===== src/rtl/pbus_pkg.sv =====
package pbus_pkg;

   localparam int NUM_REGS = 8;
   localparam int FIRST_RO = 4;
   localparam int IX_CTL   = 0;
   localparam int IX_ALLOC = 1;
   localparam int IX_CPUC  = 2;
   localparam int IX_ENH   = 3;
   localparam int IX_CADDR = 4;
   localparam int IX_CLO   = 5;
   localparam int IX_CHI   = 6;
   localparam int IX_CCTL  = 7;

   typedef enum logic [1:0] {
      ST_IDLE = 2'd0,
      ST_CHK  = 2'd1,
      ST_XFR  = 2'd2
   } eng_st_e;

   // captured control summary, bit 0 = write ... bit 7 = posted
   typedef struct packed {
      logic       posted;
      logic       from_dma;
      logic       aborted;
      logic [1:0] dev_width;
      logic [1:0] req_size;
      logic       we;
   } cap_ctrl_t;

   function automatic logic [15:0] reg_reset(input int idx);
      case (idx)
         IX_CTL:   return 16'hFF11;
         IX_ALLOC: return 16'h0009;
         IX_CPUC:  return 16'h0000;
         IX_CCTL:  return 16'h00F8;
         default:  return 16'hFFFF;
      endcase
   endfunction

endpackage


===== src/rtl/pbus_in_stage.sv =====
module pbus_in_stage #(
   parameter int AW       = 16,
   parameter int DW       = 32,
   parameter bit HAS_PIPE = 1'b1
) (
   input  logic          clk,
   input  logic          rst_n,
   input  logic          pipe_en,
   input  logic          kill,
   input  logic          in_valid,
   input  logic          in_we,
   input  logic [1:0]    in_size,
   input  logic [AW-1:0] in_addr,
   input  logic [DW-1:0] in_wdata,
   output logic          out_valid,
   output logic          out_we,
   output logic [1:0]    out_size,
   output logic [AW-1:0] out_addr,
   output logic [DW-1:0] out_wdata
);

   localparam int BUNDLE_W = 1 + 2 + AW + DW;

   if (HAS_PIPE) begin : g_pipe
      logic                valid_q;
      logic [BUNDLE_W-1:0] data_q;

      always_ff @(posedge clk or negedge rst_n) begin
         if (!rst_n) begin
            valid_q <= 1'b0;
            data_q  <= '0;
         end else begin
            // an acknowledged request must not be seen a second time
            valid_q <= in_valid && !kill;
            data_q  <= {in_we, in_size, in_addr, in_wdata};
         end
      end

      always_comb begin
         if (pipe_en) begin
            out_valid = valid_q;
            {out_we, out_size, out_addr, out_wdata} = data_q;
         end else begin
            out_valid = in_valid;
            {out_we, out_size, out_addr, out_wdata} =
               {in_we, in_size, in_addr, in_wdata};
         end
      end
   end else begin : g_bypass
      logic unused_pins;
      assign unused_pins = ^{clk, rst_n, pipe_en, kill};
      assign out_valid = in_valid;
      assign out_we    = in_we;
      assign out_size  = in_size;
      assign out_addr  = in_addr;
      assign out_wdata = in_wdata;
   end

endmodule


===== src/rtl/pbus_engine.sv =====
module pbus_engine
   import pbus_pkg::*;
#(
   parameter int AW = 16,
   parameter int DW = 32
) (
   input  logic          clk,
   input  logic          rst_n,
   input  logic          post_en,
   input  logic          c_valid,
   input  logic          c_we,
   input  logic [1:0]    c_size,
   input  logic [AW-1:0] c_addr,
   input  logic [DW-1:0] c_wdata,
   input  logic          d_valid,
   input  logic          d_we,
   input  logic [1:0]    d_size,
   input  logic [AW-1:0] d_addr,
   input  logic [DW-1:0] d_wdata,
   output logic          cpu_ack,
   output logic [DW-1:0] cpu_rdata,
   output logic          dma_ack,
   output logic [DW-1:0] dma_rdata,
   output logic          per_req,
   output logic          per_we,
   output logic [1:0]    per_size,
   output logic [AW-1:0] per_addr,
   output logic [DW-1:0] per_wdata,
   input  logic [1:0]    per_width,
   input  logic          per_ready,
   input  logic          per_abort,
   input  logic [DW-1:0] per_rdata,
   output logic          err_evt,
   output logic [AW-1:0] err_addr,
   output logic [DW-1:0] err_data,
   output cap_ctrl_t     err_ctrl
);

   eng_st_e       st_q;
   logic          j_we, j_dma, j_posted;
   logic [1:0]    j_size;
   logic [AW-1:0] j_addr;
   logic [DW-1:0] j_wdata;

   logic take_c, take_d, post_now, mismatch, xfr_end, done, good;

   always_comb begin
      take_c   = (st_q == ST_IDLE) && c_valid;
      take_d   = (st_q == ST_IDLE) && !c_valid && d_valid;
      post_now = take_c && c_we && post_en;
      mismatch = (st_q == ST_CHK) && (per_width != j_size);
      xfr_end  = (st_q == ST_XFR) && (per_ready || per_abort);
      done     = mismatch || xfr_end;
      good     = xfr_end && !per_abort;
   end

   always_ff @(posedge clk or negedge rst_n) begin
      if (!rst_n) begin
         st_q     <= ST_IDLE;
         j_we     <= 1'b0;
         j_dma    <= 1'b0;
         j_posted <= 1'b0;
         j_size   <= '0;
         j_addr   <= '0;
         j_wdata  <= '0;
      end else begin
         unique case (st_q)
            ST_IDLE: begin
               if (take_c) begin
                  {j_we, j_size, j_addr, j_wdata} <= {c_we, c_size, c_addr, c_wdata};
                  j_dma    <= 1'b0;
                  j_posted <= post_now;
                  st_q     <= ST_CHK;
               end else if (take_d) begin
                  {j_we, j_size, j_addr, j_wdata} <= {d_we, d_size, d_addr, d_wdata};
                  j_dma    <= 1'b1;
                  j_posted <= 1'b0;
                  st_q     <= ST_CHK;
               end
            end
            ST_CHK:  st_q <= mismatch ? ST_IDLE : ST_XFR;
            ST_XFR:  if (xfr_end) st_q <= ST_IDLE;
            default: st_q <= ST_IDLE;
         endcase
      end
   end

   always_comb begin
      cpu_ack   = post_now || (done && !j_dma && !j_posted);
      dma_ack   = done && j_dma;
      cpu_rdata = (good && !j_dma) ? per_rdata : '0;
      dma_rdata = (good &&  j_dma) ? per_rdata : '0;
      per_req   = (st_q == ST_XFR);
      per_we    = j_we;
      per_size  = j_size;
      per_addr  = j_addr;
      per_wdata = j_wdata;
      err_evt   = mismatch || (xfr_end && per_abort);
      err_addr  = j_addr;
      err_data  = j_we ? j_wdata : '0;
      err_ctrl  = '{posted:    j_posted,
                    from_dma:  j_dma,
                    aborted:   !mismatch,
                    dev_width: per_width,
                    req_size:  j_size,
                    we:        j_we};
   end

endmodule


===== src/rtl/pbus_regs.sv =====
module pbus_regs
   import pbus_pkg::*;
#(
   parameter int RAW = 6,
   parameter int AW  = 16,
   parameter int DW  = 32
) (
   input  logic           clk,
   input  logic           rst_n,
   input  logic           reg_en,
   input  logic           reg_we,
   input  logic [RAW-1:0] reg_off,
   input  logic [15:0]    reg_wdata,
   output logic [15:0]    reg_rdata,
   input  logic           err_evt,
   input  logic [AW-1:0]  err_addr,
   input  logic [DW-1:0]  err_data,
   input  cap_ctrl_t      err_ctrl,
   output logic           post_en,
   output logic           pipe_en,
   output logic           irq,
   output logic           err_pend,
   output logic [63:0]    cap_view
);

   localparam int IDXW = RAW - 2;

   logic [15:0]     rf_q [NUM_REGS];
   logic [IDXW-1:0] widx;
   logic            hit, wr_rw, clr;

   always_comb begin
      widx  = reg_off[RAW-1:2];
      hit   = (reg_off[1:0] == 2'b00) && (int'(widx) < NUM_REGS);
      wr_rw = reg_en && reg_we && hit && (int'(widx) < FIRST_RO);
      clr   = reg_en && reg_we && hit && (int'(widx) == IX_ENH) && reg_wdata[2];
   end

   always_ff @(posedge clk or negedge rst_n) begin
      if (!rst_n) begin
         for (int i = 0; i < NUM_REGS; i++) rf_q[i] <= reg_reset(i);
         err_pend <= 1'b0;
      end else begin
         if (wr_rw) rf_q[widx[2:0]] <= reg_wdata;
         if (clr) begin
            err_pend <= 1'b0;
         end else if (err_evt && !err_pend) begin
            err_pend       <= 1'b1;
            rf_q[IX_CADDR] <= err_addr[15:0];
            rf_q[IX_CLO]   <= err_data[15:0];
            rf_q[IX_CHI]   <= err_data[31:16];
            rf_q[IX_CCTL]  <= {8'h00, err_ctrl};
         end
      end
   end

   always_comb begin
      reg_rdata = hit ? rf_q[widx[2:0]] : 16'h0000;
      post_en   = rf_q[IX_CPUC][0];
      pipe_en   = rf_q[IX_ENH][0];
      irq       = err_pend && rf_q[IX_ENH][1];
      cap_view  = {rf_q[IX_CADDR], rf_q[IX_CLO], rf_q[IX_CHI], rf_q[IX_CCTL]};
   end

endmodule


===== src/rtl/pbus_bridge.sv =====
module pbus_bridge
   import pbus_pkg::*;
#(
   parameter int AW       = 16,
   parameter int DW       = 32,
   parameter int RAW      = 6,
   parameter bit HAS_PIPE = 1'b1
) (
   input  logic           clk,
   input  logic           rst_n,
   input  logic           cpu_req,
   input  logic           cpu_we,
   input  logic [1:0]     cpu_size,
   input  logic [AW-1:0]  cpu_addr,
   input  logic [DW-1:0]  cpu_wdata,
   output logic           cpu_ack,
   output logic [DW-1:0]  cpu_rdata,
   input  logic           dma_req,
   input  logic           dma_we,
   input  logic [1:0]     dma_size,
   input  logic [AW-1:0]  dma_addr,
   input  logic [DW-1:0]  dma_wdata,
   output logic           dma_ack,
   output logic [DW-1:0]  dma_rdata,
   output logic           per_req,
   output logic           per_we,
   output logic [1:0]     per_size,
   output logic [AW-1:0]  per_addr,
   output logic [DW-1:0]  per_wdata,
   input  logic [1:0]     per_width,
   input  logic           per_ready,
   input  logic           per_abort,
   input  logic [DW-1:0]  per_rdata,
   input  logic           reg_en,
   input  logic           reg_we,
   input  logic [RAW-1:0] reg_off,
   input  logic [15:0]    reg_wdata,
   output logic [15:0]    reg_rdata,
   output logic           irq
);

   if (AW < 16 || AW > 32) begin : g_bad_aw
      $error("pbus_bridge: AW must lie in 16..32");
   end
   if (DW != 32) begin : g_bad_dw
      $error("pbus_bridge: DW must be 32 (two 16-bit capture halves)");
   end
   if (RAW < 6) begin : g_bad_raw
      $error("pbus_bridge: RAW must be at least 6");
   end

   logic          post_en, pipe_en, err_pend, err_evt;
   logic [63:0]   cap_view;
   logic [AW-1:0] err_addr;
   logic [DW-1:0] err_data;
   cap_ctrl_t     err_ctrl;

   logic          c_valid, c_we, d_valid, d_we;
   logic [1:0]    c_size, d_size;
   logic [AW-1:0] c_addr, d_addr;
   logic [DW-1:0] c_wdata, d_wdata;

   pbus_in_stage #(.AW(AW), .DW(DW), .HAS_PIPE(HAS_PIPE)) u_cpu_stage (
      .clk(clk), .rst_n(rst_n), .pipe_en(pipe_en), .kill(cpu_ack),
      .in_valid(cpu_req), .in_we(cpu_we), .in_size(cpu_size),
      .in_addr(cpu_addr), .in_wdata(cpu_wdata),
      .out_valid(c_valid), .out_we(c_we), .out_size(c_size),
      .out_addr(c_addr), .out_wdata(c_wdata)
   );

   pbus_in_stage #(.AW(AW), .DW(DW), .HAS_PIPE(HAS_PIPE)) u_dma_stage (
      .clk(clk), .rst_n(rst_n), .pipe_en(pipe_en), .kill(dma_ack),
      .in_valid(dma_req), .in_we(dma_we), .in_size(dma_size),
      .in_addr(dma_addr), .in_wdata(dma_wdata),
      .out_valid(d_valid), .out_we(d_we), .out_size(d_size),
      .out_addr(d_addr), .out_wdata(d_wdata)
   );

   pbus_engine #(.AW(AW), .DW(DW)) u_engine (
      .clk(clk), .rst_n(rst_n), .post_en(post_en),
      .c_valid(c_valid), .c_we(c_we), .c_size(c_size), .c_addr(c_addr), .c_wdata(c_wdata),
      .d_valid(d_valid), .d_we(d_we), .d_size(d_size), .d_addr(d_addr), .d_wdata(d_wdata),
      .cpu_ack(cpu_ack), .cpu_rdata(cpu_rdata), .dma_ack(dma_ack), .dma_rdata(dma_rdata),
      .per_req(per_req), .per_we(per_we), .per_size(per_size), .per_addr(per_addr),
      .per_wdata(per_wdata), .per_width(per_width), .per_ready(per_ready),
      .per_abort(per_abort), .per_rdata(per_rdata),
      .err_evt(err_evt), .err_addr(err_addr), .err_data(err_data), .err_ctrl(err_ctrl)
   );

   pbus_regs #(.RAW(RAW), .AW(AW), .DW(DW)) u_regs (
      .clk(clk), .rst_n(rst_n),
      .reg_en(reg_en), .reg_we(reg_we), .reg_off(reg_off),
      .reg_wdata(reg_wdata), .reg_rdata(reg_rdata),
      .err_evt(err_evt), .err_addr(err_addr), .err_data(err_data), .err_ctrl(err_ctrl),
      .post_en(post_en), .pipe_en(pipe_en), .irq(irq),
      .err_pend(err_pend), .cap_view(cap_view)
   );

endmodule


===== config.mk =====
export PLATFORM = sky130hd
export DESIGN_NAME = pbus_bridge
export DESIGN_NICKNAME = d
export VERILOG_FILES = /design/src/rtl/pbus_pkg.sv /design/src/rtl/pbus_in_stage.sv /design/src/rtl/pbus_engine.sv /design/src/rtl/pbus_regs.sv /design/src/rtl/pbus_bridge.sv
export SDC_FILE = /design/constraint.sdc
export NUM_CORES = 1
export LEC_CHECK = 0
export ABC_AREA = 1
export BUFFER_PORTS_ARGS = -buffer_cell sky130_fd_sc_hd__buf_2
export CORE_ASPECT_RATIO = 1.25
export CORE_UTILIZATION = 40
export CTS_CLUSTER_DIAMETER = 120
export CTS_CLUSTER_SIZE = 14
export DETAILED_ROUTE_END_ITERATION = 10
export HOLD_SLACK_MARGIN = 0.1
export PLACE_DENSITY_LB_ADDON = 0.12
export SLEW_MARGIN = 30
export SYNTH_ARGS = -nofsm -noshare
export SYNTH_HDL_FRONTEND = slang
export SYNTH_HIERARCHICAL = 1
export SYNTH_SLANG_ARGS = --single-unit

===== constraint.sdc =====
create_clock -name clk -period 1.9 [get_ports clk]
set_clock_uncertainty 0.2 [all_clocks]
set_input_delay 0.19 -clock clk [delete_from_list [all_inputs] [get_ports clk]]
set_output_delay 0.19 -clock clk [all_outputs]
set_load 0.02 [all_outputs]

* Word-level counts from Yosys, hierarchy flattened
Cells that the tools add are included.
Storage, ports and cells: input bits 166, word-level logic and storage cells 116, output and inout bits 135, register bits 288
Cells by class: eq/ne operators 6, bitwise gates (word level) 1, muxes and demuxes 42, magnitude comparators 4, reduce and logical (&&, ||, !) cells 43
Operators with widths (count):
- 32-bit two-way mux | 7
- 64-bit two-way mux | 3
- 128-bit bitwise mux | 1
- 16-bit two-way mux | 8
- 16-bit binary-select mux with 3-bit select | 1
- 16-bit demux with 3-bit select | 1
- 1-bit logical AND | 25
- 2-bit two-way mux | 8
- 1-bit two-way mux | 12
- 1-bit zero test | 8
- 2-bit case mux with 3 select lines | 1
- 4-bit by 3-bit equality test with 1-bit output (second input constant) | 1
- 4-bit greater-or-equal comparator (second input constant) | 1
- 2-bit zero test | 2
- 1-bit logical OR | 4
- 4-bit by 1-bit less-than comparator with 1-bit output (second input constant) | 1
- 4-bit by 3-bit less-than comparator with 1-bit output (second input constant) | 1
- 4-bit less-than comparator (second input constant) | 1
- 3-bit NOT with 4-bit output | 1
- 2-bit AND reduction | 2
- 2-bit nonzero test | 2
- 3-bit by 1-bit != test with 1-bit output (second input constant) | 1
- 2-bit by 1-bit equality test with 1-bit output (second input constant) | 1
- 2-bit equality test (second input constant) | 1
- 2 further kinds | 2

* Longest topological paths before layout
Gate-level depths: netlist (run 1).
depth in word-level cells 9, gate-level depth with buffers 14, gate-level depth less buffers 13

* By module
Netlist (run 1), hierarchy kept.
Modules (own cells, without submodules):
- pbus_regs | cells each 1103, times used 1, sequential area each 3329.4 um^2, area each 7547.2 um^2
- pbus_in_stage | cells each 222, times used 2, sequential area each 1301.2 um^2, area each 2082.0 um^2
- pbus_engine | cells each 510, times used 1, sequential area each 1376.3 um^2, area each 3399.5 um^2

* Least setup slack after synthesis (run 1)
OpenSTA, ideal clock, no wires.
kind reg2reg, start reg u_regs.rf_q (netlist bit u_regs/pipe_en), end reg u_cpu_stage.g_pipe.valid_q, buffers on the path 4, path slack -0.199 ns, data required time 1.573 ns, clock period less this slack 2.099 ns, stages on the path, launching flop included 12, data arrival time 1.772 ns, library setup time 0.127 ns, path through dfstp_2 buf_6 buf_6 nand2_1 nand2_1 nand2_1 buf_6 inv_2 buf_2 nand3_1 nand2_1 nor2_1
Between the ends: cells in the longest elaborated chain, start to end 7, elaborated cells between the ends (all ways) 8, those cells by class mux (2); reduce/logical (6)
RTL lines:
- from (decl) | RTL line pbus_regs.sv:28 | logic [15:0] rf_q [NUM_REGS];
- from (signal, indexed assignment) | RTL line pbus_regs.sv:44 | if (wr_rw) rf_q[widx[2:0]] <= reg_wdata;
- from (signal, indexed assignment) | RTL line pbus_regs.sv:49 | rf_q[IX_CADDR] <= err_addr[15:0];
- from (signal, indexed assignment) | RTL line pbus_regs.sv:50 | rf_q[IX_CLO] <= err_data[15:0];
- 1-bit two-way mux | RTL line pbus_in_stage.sv:40 | if (pipe_en) begin
- named net c_valid | RTL line pbus_bridge.sv:58 | logic c_valid, c_we, d_valid, d_we;
- 1-bit logical AND | RTL line pbus_engine.sv:48 | take_c = (st_q == ST_IDLE) && c_valid;
- 1-bit logical AND (2 in a row) | RTL line pbus_engine.sv:50 | post_now = take_c && c_we && post_en;
- 1-bit logical OR | RTL line pbus_engine.sv:89 | cpu_ack = post_now || (done && !j_dma && !j_posted);
- named net cpu_ack | RTL line pbus_bridge.sv:16 | output logic cpu_ack,
- 1-bit zero test | RTL line pbus_in_stage.sv:34 | valid_q <= in_valid && !kill;
- 1-bit logical AND | RTL line pbus_in_stage.sv:34
- to (signal assigned) | RTL line pbus_in_stage.sv:34
- to (decl) | RTL line pbus_in_stage.sv:25 | logic valid_q;
The timed path passes the listed nets, and every way through them passes these cells. A chain may end at the register's enable or synchronous reset.

* Worst setup path in the final report (run 1)
start reg u_engine.st_q[1], end out cpu_rdata[28]
Between the ends: cells in the longest elaborated chain, start to end 5
RTL lines:
- from (decl) | RTL line pbus_engine.sv:39 | eng_st_e st_q;
- from (signal assigned) | RTL line pbus_engine.sv:81 | ST_CHK: st_q <= mismatch ? ST_IDLE : ST_XFR;
- 2-bit equality test | RTL line pbus_engine.sv:52 | xfr_end = (st_q == ST_XFR) && (per_ready || per_abort);
- 1-bit logical AND | RTL line pbus_engine.sv:52
- 1-bit logical AND | RTL line pbus_engine.sv:54 | good = xfr_end && !per_abort;
- 1-bit logical AND | RTL line pbus_engine.sv:91 | cpu_rdata = (good && !j_dma) ? per_rdata : '0;
- 32-bit two-way mux | RTL line pbus_engine.sv:91
- to (decl) | RTL line pbus_bridge.sv:17 | output logic [DW-1:0] cpu_rdata,
Every way passes these cells.

==> flow_summary.ini, run 1 <==
[detailed_routing]
highest_layer = met4
totalWireLength_um = 48500
drt_pass1_iterations = 7
drtIter0Drc = 972
drc = 0
ant_nets = 0
num_vias = 14200
wl_met3_um = 2090
via_per_inst = 4.75
wl_met2_um = 24500
wire_per_inst_um = 16.3
wl_met1_um = 21000

[clock_tree]
cts_buffer_depth = 3
insertion_delay_ps = 530
htree_num_levels = 1
clock-root-buffer = clkbuf_16
clock-sinks = 288
cts_tree = built
cts_buffers = 24
path_clk_slew_ps = 70

[sta]
fin_crit_sh_pct = 119
finalWorstSetupSlack_ps = -360
setup-tns-final_ps = -40370
slew_violations = 0
worst_pin_slew_ps = 570
relSlewSlack_pct = 62.0
fin_crit_ps = 2260
hold_viol = 0
setup_viol = 198
rsz0062_at_grt = true
max_freq_mhz = 443

[placement]
placed_cell_area_sq_um = 16700
hpwl_um = 29200
io_buffers = 300
place_ws_ps = -158
routabilityCongestion = 0.800

[layout]
num-nets-final = 2653
drive_gt1_share_pct = 36.0
antenna_cells = 0
area_delta_synth_final_pct = 47.8
nFillCells = 3207
post-route-util_pct = 60.5
post-route-cell-area_sq_um = 21600

[critical_path]
path_max_fanout = 8
required_ps = 1510
crit_top_cell = buf_6
critPathCaptureType = primary output
start_kind = flop
cp_slowest_cell = dfrtp_1
path_buf_inv = 5
crit_family = buffers and inverters
rrSetupSlack_ps = -250
worstSetupPathType = reg2out
slowest_delay_ps = 380
crit_arrival_ps = 1870
path_cells = inv_2 > nor2_4 > buf_6 > nand4_1 > buf_6 > buf_12 > nor2_4 > buf_6

[synth]
syn_inst = 1993
synth_nets = 2159
syn_area_sq_um = 14600
syn_avg_cell_area_sq_um = 7.34
yosysWarnings = 6

[pwr]
leakage_nw = 11.0
vdd_drop_max_mv = 0.930
p_per_area_nw_per_um2 = 956
power.total_mw = 20.7

[floorplanning]
fp-row-count = 77
io_pins = 301
die_area_sq_um = 37300
die_h_um = 216
core_sq_um = 35700
die_w_um = 173
start_util_pct = 40.9

[global_routing]
grt_pass1_wl_um = 75200
grt_overflow = 0
grt_pass1_vias = 13900
grt_use_total_pct = 25.0
grt_start_max_net_pins = 123
antenna_found_initial = 0

[job]
max_cap_viol_count = 0

[outcome]
violations = setup timing
status = complete, but fails checks

[hold_path]
hold_path.class = in2reg
==> registers in the layout, summed over array words and instances (netlist names), 2 cells and up <==
| register | count |
|---|---|
| u_cpu_stage/g_pipe.data_q | 51 |
| u_engine/per_size | 2 |
| u_engine/err_addr | 16 |
| u_engine/st_q | 2 |
| u_regs/rf_q | 62 |
| u_regs/cap_view | 64 |
| u_engine/per_wdata | 32 |
| u_dma_stage/g_pipe.data_q | 51 |
==> final timing paths <==
check	cells past startpoint	from	to
hold / removal	5	reg_off[3]	u_regs/rf_q[74]
max in group asynchronous	3	rst_n	u_regs/cap_view[18]
min in group asynchronous	2	rst_n	u_regs/cap_view[57]
setup reg to reg	14	u_engine/st_q[1]	u_regs/cap_view[31]
setup / recovery	8	u_engine/st_q[1]	cpu_rdata[28]
hold reg to reg	2	u_regs/rf_q[66]	u_regs/rf_q[66]
==> repair_timing <==
item                                    in CTS  in global routing
cloned                                      19                  6
resized for setup                          224                321
endpoints found under the setup margin     183                200
pin swaps                                   64                 82
hold buffers                               136                  2
setup buffers                               52                 25
endpoints found under the hold margin      514                  6
==> worst register-to-register path, stage by stage (launching register included) <==
cell     delay [ps]
dfrtp_1         410
buf_6           130
buf_6           110
nor2_4           90
nand2_2          70
o21ai_2          60
inv_1            50
or2_4           290
inv_8           110
buf_12          130
buf_12          130
nand2_2          70
nand2_2          90
nand2_2          70
o21ai_2          90
==> placed cells by master, fill, tap and decap left out, drive strengths merged <==
| master | count |
|---|---|
| nor2 | 100 |
| o21ai | 173 |
| bufbuf | 3 |
| a21oi | 18 |
| o21a | 1 |
| a21boi | 8 |
| dfstp | 81 |
| clkbuf | 47 |
| or2 | 2 |
| nand3 | 30 |
| nor3 | 4 |
| o211ai | 2 |
| nand4 | 3 |
| dlygate4sd3 | 137 |
| inv | 158 |
| nand2 | 1071 |
| clkinv | 1 |
| dfrtp | 207 |
| buf | 459 |
==> per-layer routing <==
layer  track usage [%]  vias to the layer above
met5                 0                        -
met4              5.16                        0
met2              43.8                      353
met3              3.08                       66
met1              33.1                     6744
li1                  -                     6995
==> power by group <==
part	leakage, nW	internal [mW]	switching, mW
combinational	7.28	3.10	4.28
clock	0.333	2.46	2.26
sequential	3.39	7.44	1.13
==> stage by stage <==
step / hold slack (ps) / cells
after global routing: 106 / 2979
after global placement: -96.8 / 2703
after detailed placement: -96.7 / 2703
final: 91.7 / 2979
after CTS: 25.2 / 2953
after floorplan: -306 / 1993
==> area by class of cell <==
type	count	area (sq um)	area share (%)
repair buffers	603	5430	25.1
flip-flops and latches	288	7310	33.8
inverters	158	623	2.88
well taps	474	593	2.74
multi-input cells	1412	6970	32.2
clock inverters	1	8.76	0.0405
clock buffers	43	693	3.21
Power figures use the tool's default switching activity.
==> run 2, diff against run 1 <==
==> constraint.sdc (replaced) <==
create_clock -name clk -period 1.9 [get_ports clk]
set_clock_uncertainty 0.2 [all_clocks]
set_input_delay 0.19 -clock clk [delete_from_list [all_inputs] [get_ports clk]]
set_output_delay 0.19 -clock clk [all_outputs]
set_load 0.1 [all_outputs]
==> flow_summary.ini, run 2 (synthesis results as in run 1) <==
[layout]
post-route-util_pct = 66.1
antenna_cells = 0
largest_reg_flops = 64
layout_common_cells = nand2_1, dfrtp_1, buf_2
area_delta_synth_final_pct = 61.4
layout_commonest_cell = nand2_1
drive_gt1_share_pct = 38.5
num-nets-final = 2689

[outcome]
violations = setup timing
status = complete, but fails checks

[global_routing]
grt_pass1_wl_um = 75800
grt_pass1_vias = 14200
antenna_found_initial = 0
grt_start_max_net_pins = 76
grt_use_total_pct = 25.2
grt_overflow = 0

[clock_tree]
htree_num_levels = 1
clock-root-buffer = clkbuf_16
cts_buffers = 24
insertion_delay_ps = 550
clock-sinks = 288
cts_buffer_depth = 3
cts_tree = built
path_clk_slew_ps = 80

[critical_path]
crit_arrival_ps = 1960
path_cells = buf_12 > nand2_4 > nand2_4 > nand2_4 > inv_8 > nand3_4 > nand2_8 > buf_12
crit_top_cell = nand2_4
startpoint = u_regs/pipe_en
path_max_fanout = 6
rr_worst_depth = 15
timing.rr.start = u_engine/per_size[1]
path_buf_inv = 3
start_kind = flop
critPathCaptureType = primary output
worstSetupPathType = reg2out
required_ps = 1510
slowest_delay_ps = 640
rrSetupSlack_ps = -210
crit_path_end = cpu_ack
crit_cells = 8
crit_family = flip-flops
cp_slowest_cell = dfstp_4
r2r-end = u_regs/cap_view[5]

[floorplanning]
core_sq_um = 35700
die_area_sq_um = 37300
start_util_pct = 40.9
die_w_um = 173
die_h_um = 216
io_pins = 301
fp-row-count = 77

[sta]
hold_viol = 0
rsz0062_at_grt = true
worst_pin_slew_ps = 529
relSlewSlack_pct = 65.0
setup_viol = 198
slew_violations = 0
finalWorstSetupSlack_ps = -454
setup-tns-final_ps = -45370
fin_crit_ps = 2350
fin_crit_sh_pct = 124
max_freq_mhz = 425

[pwr]
power.total_mw = 26.1
vdd_drop_max_mv = 1.14
leakage_nw = 11.8
p_per_area_nw_per_um2 = 1100

[detailed_routing]
totalWireLength_um = 50600
ant_nets = 0
wire_per_inst_um = 16.8
via_per_inst = 4.86
drc = 0
drtIter0Drc = 1068
drt_pass1_iterations = 5
num_vias = 14600

[placement]
hpwl_um = 30500
place_ws_ps = -113
io_buffers = 300
routabilityCongestion = 0.828

[hold_path]
hold_path.class = in2reg

[job]
max_cap_viol_count = 0
## run 2: cell count changes in the layout (fill, tap and decap cells not counted), moves of 24 or more
cell | before | now
nand2_1 | 872 | 829
dlygate4sd3_1 | 137 | 182
buf_2 | 217 | 188
buf_4 | 113 | 89
buf_12 | 30 | 116
nand2_4 | 32 | 77
buf_6 | 83 | 16
## run 2: final cells by class
cell class                      count  area [sq um]
Tap cell                          474           593
Fill cell                        2871         12100
Sequential cell                   288          7310
Timing Repair inverter              1          8.76
Timing Repair Buffer              638          6680
Clock inverter                      2          25.0
Clock buffer                       42           668
Inverter                          158           652
Multi-Input combinational cell   1412          7680
## run 2: where the power goes
part	total, mW	internal (mW)	switching (mW)
Clock	4.69	2.40	2.29
Combinational	12.6	4.03	8.60
Sequential	8.79	7.43	1.36
Total	26.1	13.9	12.2
## run 2: tightest hold or removal path: cells and delay by family
kind                   cells  cell delay, ps
buffers and inverters      2             330
and+or+nand+nor            2             200
AOI/OAI and AO/OA          1              70
## run 2: repair_timing
item / in CTS / in global routing
pin swaps: 44 / 90
cloned: 6 / 14
resized for setup: 80 / 367
setup buffers: 40 / 23
endpoints found under the hold margin: 565 / 20
hold buffers: 178 / 8
setup endpoints to repair: 190 / 197
## run 2: how the worst min path moves through the flow
stage | from | end | slack, ps | cells after the start
finish | reg_off[4] | u_regs/rf_q[65] | 60 | 5
global route | reg_off[4] | u_regs/rf_q[65] | 80 | 5
CTS | reg_off[0] | u_regs/rf_q[68] | 40 | 7
detailed placement | rst_n | u_regs/rf_q[119] | -100 | 1
global placement | rst_n | u_regs/rf_q[119] | -100 | 1
floorplan | rst_n | u_cpu_stage/g_pipe.data_q[0] | -310 | 0
## run 2: stage by stage
| step | instance area (sq um) | hold WS [ps] | instances |
|---|---|---|---|
| floorplan | 15400 | -306 | 1993 |
| global placement | 18700 | -99.2 | 2710 |
| detailed placement | 18700 | -99.0 | 2710 |
| CTS | 21900 | 36.2 | 2976 |
| global route | 23600 | 77.7 | 3015 |
| finish | 23600 | 57.8 | 3015 |
## run 2: routing by layer
layer	vias to the layer above	part of all wire, %	global-route usage (%)
met5	-	0	0
met2	470	52	44.2
li1	7083	-	-
met4	0	2.0	6.40
met3	67	4.8	2.61
met1	7022	42	33.1
